--- config.mk ---
export PLATFORM = sky130hd
export DESIGN_NAME = tctx_ctx
export DESIGN_NICKNAME = d
export VERILOG_FILES = /design/src/rtl/tctx_pkg.sv /design/src/rtl/tctx_ring.sv /design/src/rtl/tctx_word.sv /design/src/rtl/tctx_ctx.sv
export SDC_FILE = /design/constraint.sdc
export NUM_CORES = 1
export LEC_CHECK = 0
export BUFFER_PORTS_ARGS = -buffer_cell sky130_fd_sc_hd__buf_2
export CELL_PAD_IN_SITES_DETAIL_PLACEMENT = 0
export CELL_PAD_IN_SITES_GLOBAL_PLACEMENT = 1
export CORE_ASPECT_RATIO = 2
export CORE_MARGIN = 2
export CORE_UTILIZATION = 40
export DETAILED_ROUTE_END_ITERATION = 16
export GPL_TIMING_DRIVEN = 0
export HOLD_SLACK_MARGIN = 0.12
export PLACE_DENSITY_LB_ADDON = 0.3
export SLEW_MARGIN = 5
export SYNTH_ARGS = -nofsm -noshare
export SYNTH_HDL_FRONTEND = slang
export SYNTH_SLANG_ARGS = --single-unit
--- constraint.sdc ---
create_clock -name clk_i -period 4.3 [get_ports clk_i]
set_clock_uncertainty 0.1 [all_clocks]
set_input_delay 0.645 -clock clk_i [delete_from_list [all_inputs] [get_ports clk_i]]
set_output_delay 0.645 -clock clk_i [all_outputs]
set_load 0.005 [all_outputs]
--- src/rtl/tctx_pkg.sv ---
package tctx_pkg;

  typedef enum logic [1:0] {SZ_1 = 2'd0, SZ_2 = 2'd1, SZ_4 = 2'd2, SZ_8 = 2'd3} acc_size_e;

  localparam logic [7:0] PRIO_NONE = 8'hFF;

  // ring layout
  localparam int unsigned OS_BASE   = 'h010;
  localparam int unsigned POOL_BASE = 'h020;
  localparam int unsigned HV_BASE   = 'h030;
  localparam int unsigned B_NSR     = 0;
  localparam int unsigned B_CPPR    = 1;
  localparam int unsigned B_IPB     = 2;
  localparam int unsigned B_PIPR    = 3;
  localparam int unsigned B_WORD    = 8;

  // side-effect locations
  localparam int unsigned SPC_ACK_OS = 'h800;
  localparam int unsigned SPC_ACK_HV = 'h830;
  localparam int unsigned SPC_PULL   = 'h838;

  // exception encodings in the status byte
  localparam logic [7:0] OS_EXC_MASK = 8'h80;
  localparam logic [7:0] OS_EXC_CODE = 8'h80;
  localparam logic [7:0] HV_EXC_MASK = 8'hC0;
  localparam logic [7:0] HV_EXC_CODE = 8'h40;  // [7:6] = 01, physical

  function automatic logic [7:0] lead_prio(input logic [7:0] ipb);
    logic [7:0] p;
    p = PRIO_NONE;
    for (int i = 7; i >= 0; i--) begin
      if (ipb[7-i]) p = 8'(i);
    end
    return p;
  endfunction

endpackage

--- src/rtl/tctx_ring.sv ---
module tctx_ring
  import tctx_pkg::*;
#(
  parameter bit         IS_HV   = 1'b0,
  parameter logic [7:0] IPB_RST = 8'h00
) (
  input  logic       clk_i,
  input  logic       rst_ni,
  input  logic       ipb_we_i,
  input  logic       cppr_we_i,
  input  logic       ack_i,
  input  logic [7:0] wbyte_i,
  output logic [7:0] nsr_o,
  output logic [7:0] cppr_o,
  output logic [7:0] ipb_o,
  output logic [7:0] pipr_o,
  output logic       exc_d_o
);

  localparam logic [7:0] PIPR_RST = lead_prio(IPB_RST);

  logic [7:0] exc_mask, exc_code;
  logic [7:0] nsr_q, cppr_q, ipb_q, pipr_q;
  logic [7:0] nsr_d, cppr_d, ipb_d, pipr_d;
  logic       exc_q, accept;

  if (IS_HV) begin : g_hv
    assign exc_mask = HV_EXC_MASK;
    assign exc_code = HV_EXC_CODE;
  end else begin : g_os
    assign exc_mask = OS_EXC_MASK;
    assign exc_code = OS_EXC_CODE;
  end

  assign exc_q  = (nsr_q & exc_mask) == exc_code;
  assign accept = ack_i & exc_q;

  always_comb begin
    ipb_d  = ipb_q;
    cppr_d = cppr_q;
    nsr_d  = nsr_q;
    if (ipb_we_i)  ipb_d  = wbyte_i;
    if (cppr_we_i) cppr_d = wbyte_i;
    if (accept) begin
      cppr_d = pipr_q;
      if (pipr_q != PRIO_NONE) ipb_d = ipb_q & ~(8'h80 >> pipr_q[2:0]);
      nsr_d = nsr_q & ~exc_mask;
    end
    pipr_d = lead_prio(ipb_d);
    // notification evaluated on next-state values
    if (pipr_d < cppr_d) nsr_d = (nsr_d & ~exc_mask) | exc_code;
    exc_d_o = (nsr_d & exc_mask) == exc_code;
  end

  always_ff @(posedge clk_i or negedge rst_ni) begin
    if (!rst_ni) begin
      ipb_q  <= IPB_RST;
      pipr_q <= PIPR_RST;
      cppr_q <= 8'h00;
      nsr_q  <= 8'h00;
    end else begin
      ipb_q  <= ipb_d;
      pipr_q <= pipr_d;
      cppr_q <= cppr_d;
      nsr_q  <= nsr_d;
    end
  end

  assign nsr_o  = nsr_q;
  assign cppr_o = cppr_q;
  assign ipb_o  = ipb_q;
  assign pipr_o = pipr_q;

endmodule

--- src/rtl/tctx_word.sv ---
module tctx_word #(
  parameter int unsigned     W        = 8,
  parameter logic [W-1:0]    CLR_MASK = '0
) (
  input  logic         clk_i,
  input  logic         rst_ni,
  input  logic         we_i,
  input  logic [W-1:0] wdata_i,
  input  logic         pull_i,
  output logic [W-1:0] q_o
);

  logic [W-1:0] q;

  always_ff @(posedge clk_i or negedge rst_ni) begin
    if (!rst_ni)     q <= '0;
    else if (we_i)   q <= wdata_i;
    else if (pull_i) q <= q & ~CLR_MASK;
  end

  assign q_o = q;

endmodule

--- src/rtl/tctx_ctx.sv ---
module tctx_ctx
  import tctx_pkg::*;
#(
  parameter int unsigned ADDR_W     = 12,
  parameter int unsigned DATA_W     = 64,
  parameter int unsigned POOL_W     = 32,
  parameter logic [7:0]  OS_IPB_RST = 8'h04,
  parameter logic [7:0]  HV_IPB_RST = 8'h00
) (
  input  logic              clk_i,
  input  logic              rst_ni,
  input  logic              req_i,
  input  logic              we_i,
  input  logic [ADDR_W-1:0] addr_i,
  input  logic [1:0]        size_i,
  input  logic [DATA_W-1:0] wdata_i,
  output logic              rvalid_o,
  output logic [DATA_W-1:0] rdata_o,
  output logic              irq_o
);

  localparam logic [POOL_W-1:0] POOL_CAM = {1'b0, {(POOL_W-1){1'b1}}};

  logic rd, wr, sz1, sz2, sz4, sz8;
  logic os_ipb_we, os_cppr_we, hv_ipb_we, hv_cppr_we, hv_word_we, pool_we;
  logic ack_os, ack_hv, pull_pool;
  logic [7:0] os_nsr, os_cppr, os_ipb, os_pipr;
  logic [7:0] hv_nsr, hv_cppr, hv_ipb, hv_pipr;
  logic [7:0] hv_word;
  logic [POOL_W-1:0] pool_w2;
  logic os_exc_d, hv_exc_d;
  logic [DATA_W-1:0] rdata_d, rdata_q;
  logic rvalid_q, irq_q;
  logic unused_wdata;

  assign unused_wdata = ^wdata_i[DATA_W-1:POOL_W];

  function automatic logic at(input logic [ADDR_W-1:0] a, input int unsigned off);
    return a == ADDR_W'(off);
  endfunction

  assign rd  = req_i & ~we_i;
  assign wr  = req_i & we_i;
  assign sz1 = size_i == SZ_1;
  assign sz2 = size_i == SZ_2;
  assign sz4 = size_i == SZ_4;
  assign sz8 = size_i == SZ_8;

  assign os_cppr_we = wr & sz1 & at(addr_i, OS_BASE + B_CPPR);
  assign os_ipb_we  = wr & sz1 & at(addr_i, OS_BASE + B_IPB);
  assign hv_cppr_we = wr & sz1 & at(addr_i, HV_BASE + B_CPPR);
  assign hv_ipb_we  = wr & sz1 & at(addr_i, HV_BASE + B_IPB);
  assign hv_word_we = wr & sz1 & at(addr_i, HV_BASE + B_WORD);
  assign pool_we    = wr & sz4 & at(addr_i, POOL_BASE + B_WORD);
  assign ack_os     = rd & sz2 & at(addr_i, SPC_ACK_OS);
  assign ack_hv     = rd & sz2 & at(addr_i, SPC_ACK_HV);
  assign pull_pool  = rd & (sz4 | sz8) & at(addr_i, SPC_PULL);

  tctx_ring #(.IS_HV(1'b0), .IPB_RST(OS_IPB_RST)) u_os_ring (
    .clk_i     (clk_i),
    .rst_ni    (rst_ni),
    .ipb_we_i  (os_ipb_we),
    .cppr_we_i (os_cppr_we),
    .ack_i     (ack_os),
    .wbyte_i   (wdata_i[7:0]),
    .nsr_o     (os_nsr),
    .cppr_o    (os_cppr),
    .ipb_o     (os_ipb),
    .pipr_o    (os_pipr),
    .exc_d_o   (os_exc_d)
  );

  tctx_ring #(.IS_HV(1'b1), .IPB_RST(HV_IPB_RST)) u_hv_ring (
    .clk_i     (clk_i),
    .rst_ni    (rst_ni),
    .ipb_we_i  (hv_ipb_we),
    .cppr_we_i (hv_cppr_we),
    .ack_i     (ack_hv),
    .wbyte_i   (wdata_i[7:0]),
    .nsr_o     (hv_nsr),
    .cppr_o    (hv_cppr),
    .ipb_o     (hv_ipb),
    .pipr_o    (hv_pipr),
    .exc_d_o   (hv_exc_d)
  );

  tctx_word #(.W(POOL_W), .CLR_MASK(POOL_CAM)) u_pool_word (
    .clk_i   (clk_i),
    .rst_ni  (rst_ni),
    .we_i    (pool_we),
    .wdata_i (wdata_i[POOL_W-1:0]),
    .pull_i  (pull_pool),
    .q_o     (pool_w2)
  );

  tctx_word #(.W(8), .CLR_MASK(8'h00)) u_hv_word (
    .clk_i   (clk_i),
    .rst_ni  (rst_ni),
    .we_i    (hv_word_we),
    .wdata_i (wdata_i[7:0]),
    .pull_i  (1'b0),
    .q_o     (hv_word)
  );

  // load mux on pre-access state
  always_comb begin
    rdata_d = '1;
    if (sz1) begin
      if      (at(addr_i, OS_BASE + B_NSR))  rdata_d = DATA_W'(os_nsr);
      else if (at(addr_i, OS_BASE + B_CPPR)) rdata_d = DATA_W'(os_cppr);
      else if (at(addr_i, OS_BASE + B_IPB))  rdata_d = DATA_W'(os_ipb);
      else if (at(addr_i, OS_BASE + B_PIPR)) rdata_d = DATA_W'(os_pipr);
      else if (at(addr_i, HV_BASE + B_NSR))  rdata_d = DATA_W'(hv_nsr);
      else if (at(addr_i, HV_BASE + B_CPPR)) rdata_d = DATA_W'(hv_cppr);
      else if (at(addr_i, HV_BASE + B_IPB))  rdata_d = DATA_W'(hv_ipb);
      else if (at(addr_i, HV_BASE + B_PIPR)) rdata_d = DATA_W'(hv_pipr);
      else if (at(addr_i, HV_BASE + B_WORD)) rdata_d = DATA_W'(hv_word);
    end else if (ack_os) begin
      rdata_d = DATA_W'({os_nsr, os_cppr});
    end else if (ack_hv) begin
      rdata_d = DATA_W'({hv_nsr, hv_cppr});
    end else if (pull_pool) begin
      rdata_d = DATA_W'(pool_w2 & POOL_CAM);
    end else if (sz4 && at(addr_i, POOL_BASE + B_WORD)) begin
      rdata_d = DATA_W'(pool_w2);
    end
  end

  always_ff @(posedge clk_i or negedge rst_ni) begin
    if (!rst_ni) begin
      rdata_q  <= '0;
      rvalid_q <= 1'b0;
      irq_q    <= 1'b0;
    end else begin
      rvalid_q <= rd;
      if (rd) rdata_q <= rdata_d;
      irq_q    <= os_exc_d | hv_exc_d;
    end
  end

  assign rdata_o  = rdata_q;
  assign rvalid_o = rvalid_q;
  assign irq_o    = irq_q;

endmodule

### Word level (Yosys, flattened, before mapping)

Cells that the tools add are included.

| cells by class | value |
|---|---|
| magnitude comparators | 2 |
| equality and inequality tests | 20 |
| shift operators | 2 |
| muxes and demuxes | 46 |
| bitwise logic cells | 24 |
| reduce and logical (&&, ||, !) cells | 3 |

Operators with widths:

| cell | count |
|---|---|
| 64-bit two-way mux | 14 |
| 8-bit two-way mux | 30 |
| 12-bit by 6-bit equality test with 1-bit output (second input constant) | 6 |
| 12-bit by 5-bit equality test with 1-bit output (second input constant) | 4 |
| 12-bit equality test (second input constant) | 3 |
| 32-bit two-way mux | 1 |
| 31-bit two-way mux | 1 |
| 1-bit bitwise AND | 17 |
| 8-bit bitwise AND | 2 |
| 8-bit less-than comparator | 2 |
| 8-bit inequality test (second input constant) | 2 |
| 8-bit NOT | 2 |
| 8-bit by 3-bit >> shifter with 8-bit output (first input constant) | 2 |
| 2-bit by 1-bit equality test with 1-bit output (second input constant) | 3 |
| 2-bit equality test (second input constant) | 2 |
| 2-bit logical NOT | 1 |
| 1-bit bitwise OR | 2 |
| 2-bit nonzero test | 1 |
| 1-bit logical AND | 1 |
| 1-bit NOT | 1 |

| storage, ports and cells | value |
|---|---|
| register bits after elaboration | 170 |
| input port bits | 82 |
| output and inout port bits | 66 |
| word-level logic and storage cells | 111 |

### Longest topological paths before layout

Gate-level depths: netlist (run 1).

| logic depth | value |
|---|---|
| depth in word-level cells | 18 |
| gate-level depth with buffers | 18 |

### By module

Synthesis (run 1) repeated with hierarchy kept, for this count alone.

| unflattened totals | value |
|---|---|
| cell total of the unflattened synthesis | 829 |
| area total of the unflattened synthesis | 7896.3 µm² |

Modules (own cells, without submodules):

| module | instances | cells an instance | area an instance (µm²) | seq. area each (µm²) |
|---|---|---|---|---|
| tctx_ctx | 1 | 423 | 3294.4 | 875.8 |
| tctx_ring (u_hv_ring) | 1 | 162 | 1647.8 | 555.5 |
| tctx_ring (u_os_ring) | 1 | 155 | 1446.4 | 529.3 |
| tctx_word (u_pool_word) | 1 | 72 | 1176.1 | 800.8 |
| tctx_word (u_hv_word) | 1 | 17 | 331.6 | 200.2 |

### Least setup slack after synthesis (run 1)

OpenSTA, ideal clock, no wires.

| timing | value |
|---|---|
| path type | input to register |
| start | in addr_i[1] |
| end | reg irq_q (netlist: irq_o) |
| library setup time | 0.069 ns |
| arrival time | 4.035 ns |
| required time | 4.131 ns |
| path slack | 0.095 ns |
| stages | 17 |
| buffers on the path | 1 |
| cell sequence | buf_6 > nor4_4 > nand4_4 > nor3_4 > nand2_2 > o31a_1 > mux2_4 > or2_4 > nor4b_4 > ha_1 > and4_1 > a21oi_1 > nand2_1 > a31oi_1 > a21o_1 > a21oi_1 > nand3_1 |

| between the ends | value |
|---|---|
| elaborated cells between the ends (all ways) | 48 |
| those cells by class | order compare (2); eq/ne (7); mux (30); bitwise (9) |

RTL lines:

| item | RTL line | RTL |
|---|---|---|
| start: declaration | tctx_ctx.sv:14 | `input logic [ADDR_W-1:0] addr_i,` |
| 12-bit by 5-bit equality test with 1-bit output | tctx_ctx.sv:39 | `return a == ADDR_W'(off);` |
| 1-bit bitwise AND | tctx_ctx.sv:50 | `assign os_ipb_we = wr & sz1 & at(addr_i, OS_BASE + B_IPB);` |
| 8-bit two-way mux | tctx_ring.sv:42 | `if (ipb_we_i) ipb_d = wbyte_i;` |
| 8-bit two-way mux | tctx_ring.sv:46 | `if (pipr_q != PRIO_NONE) ipb_d = ipb_q & ~(8'h80 >> pipr_q[2:0]);` |
| 8-bit two-way mux * | tctx_ring.sv:44 | `if (accept) begin` |
| named net u_os_ring.ipb_d[2] | tctx_ring.sv:24 | `logic [7:0] nsr_d, cppr_d, ipb_d, pipr_d;` |
| 8-bit two-way mux * (6 in series) | tctx_pkg.sv:32 | `if (ipb[7-i]) p = 8'(i);` |
| named net u_os_ring.pipr_d[3] | tctx_ring.sv:24 |  |
| 8-bit less-than comparator * | tctx_ring.sv:51 | `if (pipr_d < cppr_d) nsr_d = (nsr_d & ~exc_mask) \| exc_code;` |
| 8-bit two-way mux * | tctx_ring.sv:51 |  |
| 1-bit bitwise OR * | tctx_ctx.sv:137 | `irq_q <= os_exc_d \| hv_exc_d;` |
| end signal: assignment | tctx_ctx.sv:137 |  |
| end: declaration | tctx_ctx.sv:33 | `logic rvalid_q, irq_q;` |

Mark *: on every way through the listed nets, which the timed path passes. The rest lies on a longest branch.
A chain may end at the register's enable or synchronous reset.

### Worst setup path in the final report (run 1)

| timing | value |
|---|---|
| start | in addr_i[0] |
| end | reg u_hv_ring.nsr_q[7] (netlist: u_hv_ring.nsr_o[7]) |

| between the ends | value |
|---|---|
| longest elaborated chain between the ends | 15 |
| elaborated cells between the ends (all ways) | 23 |
| those cells by class | order compare (1); eq/ne (3); mux (15); bitwise (4) |

RTL lines:

| item | RTL line | RTL |
|---|---|---|
| 12-bit by 6-bit equality test with 1-bit output | tctx_ctx.sv:39 |  |
| 1-bit bitwise AND | tctx_ctx.sv:52 | `assign hv_ipb_we = wr & sz1 & at(addr_i, HV_BASE + B_IPB);` |
| 8-bit two-way mux | tctx_ring.sv:42 |  |
| 8-bit two-way mux | tctx_ring.sv:46 |  |
| 8-bit two-way mux | tctx_ring.sv:44 |  |
| 8-bit two-way mux (8 in series) | tctx_pkg.sv:32 |  |
| 8-bit less-than comparator | tctx_ring.sv:51 |  |
| 8-bit two-way mux * | tctx_ring.sv:51 |  |
| named net u_hv_ring.nsr_d[7] | tctx_ring.sv:24 |  |
| end signal: assignment | tctx_ring.sv:65 | `nsr_q <= nsr_d;` |
| end: declaration | tctx_ring.sv:23 | `logic [7:0] nsr_q, cppr_q, ipb_q, pipr_q;` |

Marks and branches as above.

==> results.tsv, run 1 <==
metric	value	unit
crit_required	4510	ps
dieArea	0.0177	mm^2
r2r-start	u_hv_ring.pipr_o[0]	
syn_avg_cell_area	8.90	um^2
synth_area	0.00664	mm^2
nets	993	
critPathArrivalTime	4380	ps
rr_worst_depth	16	
clk_pin_slew	60	ps
crit_path_frequent_cell	buf_4	
crit_path_end_kind	register	
wl_per_cell	20.3	um
switchingPower	731	uW
die_h	186	um
crit_path_max_incr_delay	570	ps
status	complete, no violations	
yosysSeqAreaShare	0.446	
hpwl	17.2	mm
htreeDepth	4	
r2r-end	u_hv_ring.nsr_o[7]	
slew_headroom	0.398	
finalCritPeriodShare	0.971	
hp-class	input port to register	
cts_root_buf	clkbuf_16	
numPortBuffers	113	
holdWs	322	ps
postRouteAntennaNets	0	
core	0.0163	mm^2
grt_pass1_vias	6234	
min_period	4170	ps
cts_buffers	17	
setup_viol	0	
worstSetupPathType	input port to register	
internal_power	2250	uW
synth_edf_count	0	
ys_ff_latch	118	
syn2layout_area_growth	26.1	%
via_count	6076	
ys_async_sr_fraction	1.00	
grtUsageTotal	0.266	
ff2ff_setup_slack	210	ps
worst_slew_pin_slew	890	ps
die_width	95.1	um
yosys.area.top_type	dfrtp_1	
num_antenna_cells	0	
maxCapViolations	0	
syn-instance-count	746	
antenna_found_initial	0	
finalMaxSlewViolations	0	
drtIter0Drc	350	
row_count	66	
place.gp.congestion	0.942	
max_freq	240	MHz
cp_cell_sequence	buf_2 > nor4_4 > buf_4 > buf_4 > buf_4 > nand3_4 > nor4b_4 > a211oi_2 > or4_4 > nor2_2 > ha_1 > o21a_1 > o211ai_1 > inv_1 > nand3_1 > nor2_1 > a221oi_2 > o31ai_2 > and2_1	
startpoint_type	input port	
cts_tree	built	
yosys_warnings	0	
cpMaxStageDelayCell	or4_4	
yosys.cell_types.count	63	
ys_top_cells_by_area	dfrtp_1 42%, nand2_1 6.5%, nor2_1 5.2%	
worst-path-max-fanout	6	
p_per_area	356	mW/mm^2
drc	0	
initial_utilization	0.408	
viasPerCell	5.45	
drive_gt1_frac	0.284	
final-instance-count-excl-fill	1115	
overflow	0	
ir_drop	0.239	mV
synth_top_area_frac	0.418	
cts_buffer_depth	2	
worstHoldStart	wdata_i[10]	
grt_max_degree	63	
ios	148	
synth.most_common_cell	nand2_1	
startpoint	addr_i[0]	
clkLatencyLatePin	420	ps
cts_sinks	118	
p_leak	0.00411	uW
synthFlopType	dfrtp_1	
wl	22.6	mm
combPwrFrac	0.096	
crit_path_end	u_hv_ring.nsr_o[7]	
grt_pass1_wl	34.6	mm
synth_common_cells	115 x nand2_1, 111 x dfrtp_1, 92 x nor2_1, 52 x a21oi_1, 41 x nand3_1	
pwr-share-clk	0.511	
firstDrtPassIters	5	
sequentialPowerShare	0.393	
hold_viol	0	
synth_nets	841	
placed_cells	1064	
p_sw_frac	0.245	
-- kinds of logic after synthesis --
kind of cell	count (synthesis)	share of synthesized area
AOI/OAI and AO/OA	154	0.146
adders and majority gates	13	0.0245
buffers and inverters	93	0.0722
DFF	118	0.446
muxes	41	0.0652
and+or+nand+nor	327	0.246
-- critical path: cells and delay by family --
| kind | cells | cell delay [ps] |
|---|---|---|
| AOI/OAI and AO/OA | 5 | 950 |
| buffers and inverters | 5 | 710 |
| and+or+nand+nor | 8 | 1800 |
| adders and majority gates | 1 | 250 |
-- metal layers --
metal | vias to the layer above | track usage | part of all wire
met2 | 202 | 0.486 | 0.54
met3 | 61 | 0.0467 | 0.039
li1 | 2911 | - | -
met5 | - | 0 | 0
met1 | 2902 | 0.265 | 0.36
met4 | 0 | 0.181 | 0.063
-- cell type report --
cell class                 instances  area (um^2)
fill                            1570         7900
multi-input combinational        535         3300
sequential                       118         2960
timing repair buffer             133          744
clock buffer                      18          429
buffer                            69          393
tap                              204          255
clock inverter                    14          201
inverter                          24         90.1
-- registers in the layout, summed over array words and instances (netlist names), 8 cells and up --
name              flops
u_hv_word.q_o         8
u_os_ring.cppr_o      8
rdata_o              33
u_hv_ring.ipb_o       8
u_pool_word.q_o      32
u_os_ring.ipb_o       8
u_hv_ring.cppr_o      8
-- cell usage in the layout, fill, tap and decap left out, drive strengths merged, types with 13 or more instances in the layout --
| cell type | count |
|---|---|
| nand2 | 116 |
| ha | 13 |
| inv | 26 |
| clkbuf | 46 |
| mux2 | 15 |
| dfrtp | 111 |
| nand3 | 41 |
| nor2 | 92 |
| o21ai | 32 |
| a21oi | 52 |
| buf | 173 |
| mux2i | 26 |
-- timing repair --
| action | 4_1_cts | 5_1_grt |
|---|---|---|
| hold endpoints to repair | 1 | 0 |
| hold buffers | 1 | 0 |
| pin swaps | 5 | 5 |
| buffers inserted | 13 | 5 |
| gates resized for setup | 7 | 17 |
| endpoints found under the setup margin | 4 | 4 |
| gates cloned | 0 | 0 |
-- power groups by stage --
stage / Clock (uW) / Sequential [uW] / Combinational, uW
6_report: 1530 / 1170 / 287
5_1_grt: 1600 / 1180 / 316
4_1_cts: 1540 / 1170 / 289
3_5_place_dp: 0 / 1190 / 284
3_3_place_gp: 0 / 1190 / 278
2_1_floorplan: 0 / 1190 / 119
-- per-stage QoR --
step	setup TNS, ps	area [um^2]	setup WS, ps	total power [uW]	util
after floorplan	0	6640	95.4	1310	-
after global placement	-2800	7460	-888	1470	0.458
after detailed placement	-2880	7490	-916	1480	0.461
after CTS	0	8270	3.54	3000	0.508
after global routing	-2.88	8370	-2.88	3090	0.515
final	0	8370	126	2980	0.515
-- how the worst min path moves through the flow --
stage | endpoint | slack, ps | depth (start not counted)
after global routing | u_pool_word.q_o[18] | 330 | 3
final | u_pool_word.q_o[10] | 320 | 3
after global placement | u_pool_word.q_o[31] | 360 | 2
after floorplan | irq_o | 250 | 0
after detailed placement | u_pool_word.q_o[31] | 360 | 2
after CTS | u_pool_word.q_o[28] | 310 | 3
Power figures use the tool's default switching activity.
==> run 2, diff against run 1 <==
Settings changed: CORE_UTILIZATION 40 to 37.
Clock period 4.3 ns to 3.55 ns, I/O delays scaled along.
==> results.tsv, run 2 (synthesis gave the netlist of run 1 again) <==
metric	value	unit
hpwl	17.3	mm
switchingPower	889	uW
final_util	0.489	
wl	23.1	mm
crit_path_end_kind	register	
wl_met1	7.90	mm
final_common_cell	nand2_1	
crit_required	3810	ps
finalMaxSlewViolations	0	
placed_cells	1073	
maxCapViolations	0	
drive_gt1_frac	0.320	
worstSetupPathType	input port to register	
top_layer_used	met4	
finalCritPeriodShare	1.07	
core	0.0177	mm^2
status	complete, but fails checks	
drc	0	
grt_pass1_vias	6469	
overflow	0	
clk_pin_slew	60	ps
nets	1003	
pwr-share-clk	0.490	
startpoint_type	input port	
via_count	6219	
max_freq	264	MHz
row_count	69	
cts_tree	built	
violations	negative setup slack	
wl_per_cell	20.4	um
die_h	193	um
postRouteAntennaNets	0	
p_leak	0.00420	uW
largest_register_ffs	33	
cts_root_buf	clkbuf_16	
slew_headroom	0.375	
htreeDepth	4	
syn2layout_area_growth	30.4	%
antenna_found_initial	0	
cts_buffers	17	
internal_power	2590	uW
p_per_area	402	mW/mm^2
fin_tns_setup	-618	ps
numPortBuffers	113	
critPathArrivalTime	4040	ps
setup_viol	4	
drtIter0Drc	377	
num_antenna_cells	0	
min_period	3780	ps
place.gp.congestion	0.925	
hold_viol	0	
ir_drop	0.231	mV
layout_common_cells	114 x nand2_1, 112 x buf_2, 111 x dfrtp_1	
ios	148	
dieArea	0.0191	mm^2
viasPerCell	5.48	
die_width	98.7	um
sequentialPowerShare	0.408	
rsz0062_at_grt	true	
worst_slew_pin_slew	937	ps
grt_pass1_wl	36.2	mm
cts_sinks	118	
grtUsageTotal	0.248	
worst-path-max-fanout	5	
layout_setup_ws	-232	ps
final-instance-count-excl-fill	1134	
firstDrtPassIters	5	
hp-class	input port to register	
grt_max_degree	68	
initial_utilization	0.375	
p_sw_frac	0.255	
met3_length	898	um
dr_wl_met2	12.8	mm
power.total	3480	uW
combPwrFrac	0.102	
cts_buffer_depth	2	
clkLatencyLatePin	430	ps
## run 2: cell types whose count changed in the layout (fill, tap and decap cells not counted), moves of 3 or more
cell and delta:
and4_1 -3, ha_4 +3, buf_2 -5, nor2_1 -3
clkbuf_4 +3, buf_4 +10, ha_1 -3, buf_6 +3
## run 2: metrics by stage
| step | worst slack (ps) | instance area (um^2) | hold WS (ps) |
|---|---|---|---|
| global placement | -1680 | 7480 | 362 |
| detailed placement | -1620 | 7520 | 364 |
| CTS | -192 | 8580 | 186 |
| global route | -368 | 8650 | 208 |
| finish | -232 | 8650 | 199 |
| floorplan | -296 | 6650 | 137 |
## run 2: worst paths after layout
check                               startpoint                   to  slack, ps  depth (start not counted)
min in group asynchronous               rst_ni          rdata_o[24]        530                          2
max in group asynchronous               rst_ni  u_os_ring.pipr_o[2]       2050                          3
hold reg to reg            u_pool_word.q_o[31]  u_pool_word.q_o[31]        380                          2
hold / removal                     wdata_i[21]  u_pool_word.q_o[21]        200                          3
setup / recovery                     addr_i[1]                irq_o       -230                         19
setup reg to reg           u_hv_ring.pipr_o[1]   u_hv_ring.nsr_o[7]        -50                         16
## run 2: critical path, cell delays in order
cell and delay, ps:
buf_12 110, nor4_4 280, buf_4 200, nand4_4 120, nor3_4 290, nand2_2 120
o31a_1 270, mux2_4 270, or2_4 250, nor4b_4 200, buf_4 190, ha_1 240
and4_4 210, a21oi_2 150, nand2_2 110, a31oi_4 190, a21o_1 140, a21oi_1 50
nand3_1 100
## run 2: what timing repair did
item,in CTS,in global routing
buffers inserted,28,1
pin swaps,24,4
gates resized for setup,58,15
hold endpoints to repair,45,0
endpoints found under the setup margin,4,4
hold buffers,1,0
## run 2: power groups by stage
stage	Combinational (uW)	Sequential [uW]	Clock [uW]
5_1_grt	389	1430	1790
6_report	355	1420	1710
3_5_place_dp	341	1450	0
4_1_cts	357	1420	1730
2_1_floorplan	145	1440	0
3_3_place_gp	336	1440	0
## run 2: cell type report
type / count / area, um^2
clock inverters: 14 / 151
fillers: 1778 / 9040
flip-flops and latches: 118 / 2960
repair buffers: 144 / 860
well taps: 213 / 267
inverters: 24 / 90.1
clock buffers: 18 / 429
plain buffers: 68 / 422
multi-input cells: 535 / 3470
## run 2: per-layer routing
| layer | vias up | GRT usage |
|---|---|---|
| met4 | 0 | 0.162 |
| met2 | 233 | 0.470 |
| li1 | 2931 | - |
| met3 | 78 | 0.0401 |
| met1 | 2977 | 0.240 |
| met5 | - | 0 |
